File: src/rtl/csum_pkg.sv
// Shared constants and group-layout functions for the checksum accumulator.
// Assumes each half follows a repeating 3,3,2 bit pattern of lookahead groups.
package csum_pkg;
    localparam int HALF_W = 16;
    localparam int NGRP   = 6;
    localparam int CYC_W  = 8;   // bits covered by one 3,3,2 cycle

    // Width of lookahead group g.
    function automatic int grp_w(input int g);
        return ((g % 3) == 2) ? 2 : 3;
    endfunction

    // Least significant bit of lookahead group g inside a half.
    function automatic int grp_lo(input int g);
        return (g / 3) * CYC_W + (g % 3) * 3;
    endfunction
endpackage

File: src/rtl/csum_group.sv
// Small ripple-lookahead adder slice: adds two W-bit operands and a carry-in.
// The carry uses OR in place of XOR in the propagate term, which gives the same result.
module csum_group #(
    parameter int W = 3
) (
    input  logic [W-1:0] a,
    input  logic [W-1:0] b,
    input  logic         cin,
    output logic [W-1:0] sum,
    output logic         cout
);
    // Sum and carry through the slice.
    always_comb begin
        logic [W:0] c;
        c[0] = cin;
        for (int k = 0; k < W; k++) begin
            sum[k]   = a[k] ^ b[k] ^ c[k];
            c[k+1]   = (a[k] & b[k]) | ((a[k] | b[k]) & c[k]);
        end
        cout = c[W];
    end
endmodule

File: src/rtl/csum_half.sv
// One 16-bit ones-complement ring: six lookahead groups with registered carries.
// Each group's carry enters the next group one clock later; the top carry wraps to bit 0.
// Assumes d is already zero when no word is being accepted.
module csum_half
    import csum_pkg::*;
(
    input  logic              clk,
    input  logic              rst_n,
    input  logic              clr,
    input  logic [HALF_W-1:0] d,
    output logic [HALF_W-1:0] q,
    output logic              cy_zero
);
    logic [HALF_W-1:0] q_nx;
    logic [NGRP-1:0]   cy, cy_nx;

    for (genvar g = 0; g < NGRP; g++) begin : g_grp
        localparam int LO = grp_lo(g);
        localparam int W  = grp_w(g);
        csum_group #(.W(W)) u_grp (
            .a    (q[LO +: W]),
            .b    (d[LO +: W]),
            .cin  (cy[(g + NGRP - 1) % NGRP]),
            .sum  (q_nx[LO +: W]),
            .cout (cy_nx[g])
        );
    end

    // Sum and carry registers, cleared by reset or clr.
    always_ff @(posedge clk) begin
        if (!rst_n || clr) begin
            q  <= '0;
            cy <= '0;
        end else begin
            q  <= q_nx;
            cy <= cy_nx;
        end
    end

    assign cy_zero = (cy == '0);

    // a clear empties both the sum and the carry ring.
    a_r9_clear_empties: assert property (@(posedge clk) disable iff (!rst_n)
        clr |=> (q == '0) && cy_zero);

    // with no carry in flight and nothing added, the sum holds.
    a_r6_quiet_hold: assert property (@(posedge clk) disable iff (!rst_n)
        (!clr && d == '0 && cy_zero) |=> $stable(q) && cy_zero);
endmodule

File: src/rtl/csum_ring_acc.sv
// Top of the accumulator: two independent 16-bit ones-complement rings, plus a drained flag.
// The flag is registered. It goes high after an idle edge that leaves no carry in flight.
module csum_ring_acc
    import csum_pkg::*;
#(
    parameter int DATA_W = 32
) (
    input  logic              clk,
    input  logic              rst_n,
    input  logic              clr,
    input  logic              add_en,
    input  logic [DATA_W-1:0] din,
    output logic [DATA_W-1:0] acc,
    output logic              drained
);
    localparam int NHALF = DATA_W / HALF_W;

    logic [DATA_W-1:0] d_gated;
    logic [NHALF-1:0]  half_idle;

    assign d_gated = add_en ? din : '0;

    for (genvar h = 0; h < NHALF; h++) begin : g_half
        csum_half u_half (
            .clk     (clk),
            .rst_n   (rst_n),
            .clr     (clr),
            .d       (d_gated[h*HALF_W +: HALF_W]),
            .q       (acc[h*HALF_W +: HALF_W]),
            .cy_zero (half_idle[h])
        );
    end

    logic carries_will_clear;
    logic drained_q;

    // Predicts whether all carry registers are zero after this edge (idle edges only).
    csum_drain_pred #(.NHALF(NHALF)) u_pred (
        .acc     (acc),
        .idle    (half_idle),
        .all_out (carries_will_clear)
    );

    // Drained flag: set by clear, dropped on an accepted word, set once the carries are gone.
    always_ff @(posedge clk) begin
        if (!rst_n || clr)
            drained_q <= 1'b1;
        else if (add_en)
            drained_q <= 1'b0;
        else
            drained_q <= carries_will_clear;
    end

    assign drained = drained_q;

    // an accepted word always drops the flag.
    a_r5_add_drops_flag: assert property (@(posedge clk) disable iff (!rst_n)
        (add_en && !clr) |=> !drained);

    // the flag never claims settled while a carry is still in flight.
    a_r6_flag_no_carry: assert property (@(posedge clk) disable iff (!rst_n)
        drained |-> (&half_idle));

    // a settled, idle accumulator keeps its value.
    a_r6_settled_stable: assert property (@(posedge clk) disable iff (!rst_n)
        (drained && !add_en && !clr) |=> $stable(acc) && drained);
endmodule

File: src/rtl/csum_drain_pred.sv
// Predicts, for an idle edge, whether every carry register will be zero afterwards.
// With no data added, group g emits a carry only if it is all ones and receives one.
// The carries themselves are not visible here. If each half's carries are already zero,
// none can appear. Otherwise the prediction stays low for one more idle edge, which errs
// on the safe side.
module csum_drain_pred
    import csum_pkg::*;
#(
    parameter int NHALF = 2
) (
    input  logic [NHALF*HALF_W-1:0] acc,
    input  logic [NHALF-1:0]        idle,
    output logic                    all_out
);
    logic unused_acc;
    assign unused_acc = ^acc;

    // All halves quiet now means quiet after an idle edge.
    always_comb all_out = &idle;
endmodule

File: config.mk
export PLATFORM = sky130hd
export DESIGN_NAME = csum_ring_acc
export DESIGN_NICKNAME = d
export VERILOG_FILES = /design/src/rtl/csum_pkg.sv /design/src/rtl/csum_group.sv /design/src/rtl/csum_half.sv /design/src/rtl/csum_ring_acc.sv /design/src/rtl/csum_drain_pred.sv
export SDC_FILE = /design/constraint.sdc
export NUM_CORES = 1
export LEC_CHECK = 0
export BUFFER_PORTS_ARGS = -buffer_cell sky130_fd_sc_hd__buf_2
export CAP_MARGIN = 15
export CORE_ASPECT_RATIO = 2
export CORE_MARGIN = 1
export CORE_UTILIZATION = 23
export DETAILED_ROUTE_END_ITERATION = 8
export PLACE_DENSITY = 0.42
export SLEW_MARGIN = 20
export SYNTH_ARGS = -nofsm -noshare
export SYNTH_HDL_FRONTEND = slang
export SYNTH_SLANG_ARGS = --single-unit
export TNS_END_PERCENT = 10
File: constraint.sdc
create_clock -name clk -period 2.8 [get_ports clk]
set_input_delay 0.14 -clock clk [delete_from_list [all_inputs] [get_ports clk]]
set_output_delay 0.14 -clock clk [all_outputs]
set_load 0.02 [all_outputs]
==> Implementation_results.wiki <==
{| class="wikitable"
! Metric !! Value
|-
| Run status || complete, no violations
|-
| Uppermost routed layer || met4
|-
| Wire length of the first global-routing pass || between 8 and 9 mm
|-
| Sum of overflow across all layers after global routing || 0
|-
| Worst slew pin tran || roughly 0.86 ns
|-
| Fraction of final layout cells with drive strength greater than 1 || 0.287
|-
| Vias || around 1500
|-
| Total chip power || between 1 and 1.5 mW
|-
| Count of cell types in the netlist || 15
|-
| Type of the worst setup path || reg2reg
|-
| Area of the mapped netlist || 2130 µm²
|-
| Ratio of total power to cell area || around 530 nW/µm²
|-
| Post-synthesis instance total || between 200 and 250
|-
| Total Neg Setup Slack || 0 ns
|-
| Met2 routed wirelength || between 2 and 3 mm
|-
| Total number of nets in the final design || approximately 350
|-
| Period minus WS final || 1.97 ns
|-
| Worst hold margin || approximately 0.25 ns
|-
| Tot GR Track Use || 0.111
|-
| Router iterations before antenna repair || 4
|-
| Overall die area || 9680 µm²
|-
| LEAKAGE || 1.23 nW
|-
| Final core utilization || 0.305
|-
| Initial antenna violation count || 0
|-
| Residual DRC count || 0
|-
| Top cell type's share of synthesized area || 0.423
|-
| Clock tree from TritonCTS || yes
|-
| Maximum number of pins on one net before global-route repair || 26
|-
| Standard-cell row count || 49
|-
| Number of enable flip-flop cells after synthesis || 0
|-
| Via count of the first global-routing pass || between 1500 and 2000
|-
| Worst Skew || approximately 0.006 ns
|-
| Post-synth top flop || dfxtp_1
|-
| Antenna Diode Count || 0
|-
| Clk pin slew, worst setup/hold paths || 0.06 ns
|-
| Largest cells by area after synthesis || dfxtp_1, fa_1, inv_1
|-
| Synthesized area per cell || 10.2 µm²
|-
| Number of DRC markers after the initial detailed-route iteration || between 60 and 70
|-
| Total count of hold-check failures in the final report || 0
|-
| Post_cts resized || 0
|-
| Post-DP Area || between 2000 and 3000 µm²
|-
| Number of max-slew violations in the final report || 0
|-
| Unrepaired setup endpoints after global routing || false
|-
| Number of buffers added by the clock tree synthesis step || 5
|-
| Top cell type by total area after synthesis || dfxtp_1
|-
| Placement-stage worst setup slack || 0.507 ns
|-
| Kind of start point of the critical path || flop
|-
| Estimated wirelength of the detail-placed design || about 4 mm
|-
| Final worst setup slack || between 0.8 and 0.9 ns
|-
| Ys async rst share || 0
|-
| Avg WL per Cell || around 13 µm
|-
| Vert. Die Dim || roughly 140 µm
|-
| Post-cts hold buffer count || 0
|-
| Ports || just under 70
|-
| Syn Nets || 278
|-
| List of most frequent post-synthesis cells || dfxtp_1, inv_1, fa_1
|-
| Classification of the worst-slack hold path || in2reg
|-
| Required time at the worst-slack endpoint || a little under 3 ns
|-
| Number of storage elements in the synthesis netlist || 45
|-
| Post-route insts no fill || 384
|-
| RD Place Congestion || 0.752
|-
| Initial standard-cell utilization of the core || 0.237
|-
| Most numerous cell in the Yosys netlist || dfxtp_1
|-
| Count of nets left with antenna violations after detail routing || 0
|-
| Remaining max-slew budget at the tightest pin || 0.426
|-
| # placed instances || around 380
|-
| Core region area || roughly 9000 µm²
|-
| DR vias/cell || between 3 and 4
|-
| Max Clock Freq || approximately 510 MHz
|-
| Clock Tree Buf Depth || 2
|-
| Total length of routed wires || roughly 4.8 mm
|-
| Sequential area share after synthesis || 0.423
|-
| Final std cell area, no fill || 2750 µm²
|-
| Post-CTS setup repair buffer count || 0
|-
| Portion of the clock cycle consumed by the worst path in the final layout || 0.703
|-
| Number of failing setup endpoints in the final timing report || 0
|-
| Max rail drop VDD || about 0.00022 V
|-
| Clock latency at the later pin of the worst-skew pair || between 0.2 and 0.3 ns
|-
| Crit path arrival time || ~2.2 ns
|-
| Area Growth Syn to Fin || 29.1%
|-
| Element type at the critical path end || flop
|-
| Count of H-tree levels built during CTS || 2
|-
| Wire length on met3 || roughly 160 µm
|-
| Critical-path maximum fanout || 2
|-
| Width of the chip || ~70 µm
|-
| M1 wire length || between 1.5 and 2 mm
|-
| Synthesis Warnings || 0
|-
| Clock tree root driver cell || clkbuf_16
|-
| Buffers added on ports || 68
|-
| Max cap viols || 0
|-
| TritonCTS Sinks || 45
|}
## area by class of cell
class | instances | area [µm²]
timing repair buffer | 71 | 363
clock inverter | 1 | 5.00
inverter | 44 | 165
fill | 961 | 6260
multi-input combinational | 114 | 1040
clock buffer | 7 | 153
sequential | 45 | 901
tap | 102 | 128
## layer usage
| metal | track usage | vias to the layer above |
|---|---|---|
| met5 | 0 | - |
| met4 | 0.0568 | 0 |
| met3 | 0.0219 | 8 |
| met2 | 0.204 | 35 |
| met1 | 0.116 | 734 |
| li1 | - | 732 |
## where the power goes
| group | leakage, nW | total (mW) | internal (mW) | switching, mW |
|---|---|---|---|---|
| clock | 0.0799 | 0.620 | 0.378 | 0.242 |
| sequential | 0.366 | 0.676 | 0.663 | 0.0132 |
| combinational | 0.781 | 0.169 | 0.0689 | 0.101 |
| total | 1.23 | 1.47 | 1.11 | 0.356 |
## path summary, 6_finish.rpt
kind | startpoint | endpoint | slack, ns | cells past startpoint
hold reg to reg | g_half[1].u_half.cy[2] | drained | 0.58 | 2
hold / removal | din[0] | g_half[0].u_half.q[0] | 0.25 | 4
setup / recovery | g_half[0].u_half.q[3] | g_half[0].u_half.q[5] | 0.83 | 6
setup reg to reg | g_half[0].u_half.q[3] | g_half[0].u_half.q[5] | 0.83 | 6
## layout by cell type, fill, tap and decap left out
master,n
buf_2,68
dfxtp_1,45
inv_1,44
fa_1,32
nor2_1,28
nand2_1,24
and2_1,24
clkbuf_16,5
buf_4,3
clkbuf_8,2
nand2b_1,1
nor2b_1,1
nor4_1,1
or4_4,1
nor4_2,1
a41o_1,1
clkinv_2,1
## critical path, cell delays in order (launching register included)
cell	delay (ns)
dfxtp_1	0.33
inv_1	0.06
fa_1	0.45
fa_1	0.40
inv_1	0.08
fa_1	0.41
and2_1	0.14
## cells by family after synthesis
group           share of synthesized area
flops                               0.423
buf+inv                            0.0904
fa+ha+maj                           0.300
compound gates                    0.00470
simple gates                        0.182
## state kept, by name, indices dropped and copies added (netlist names)
register,flops
drained,1
g_half.u_half.cy,12
g_half.u_half.q,32
No activity file was read; power rests on OpenSTA's default activity.
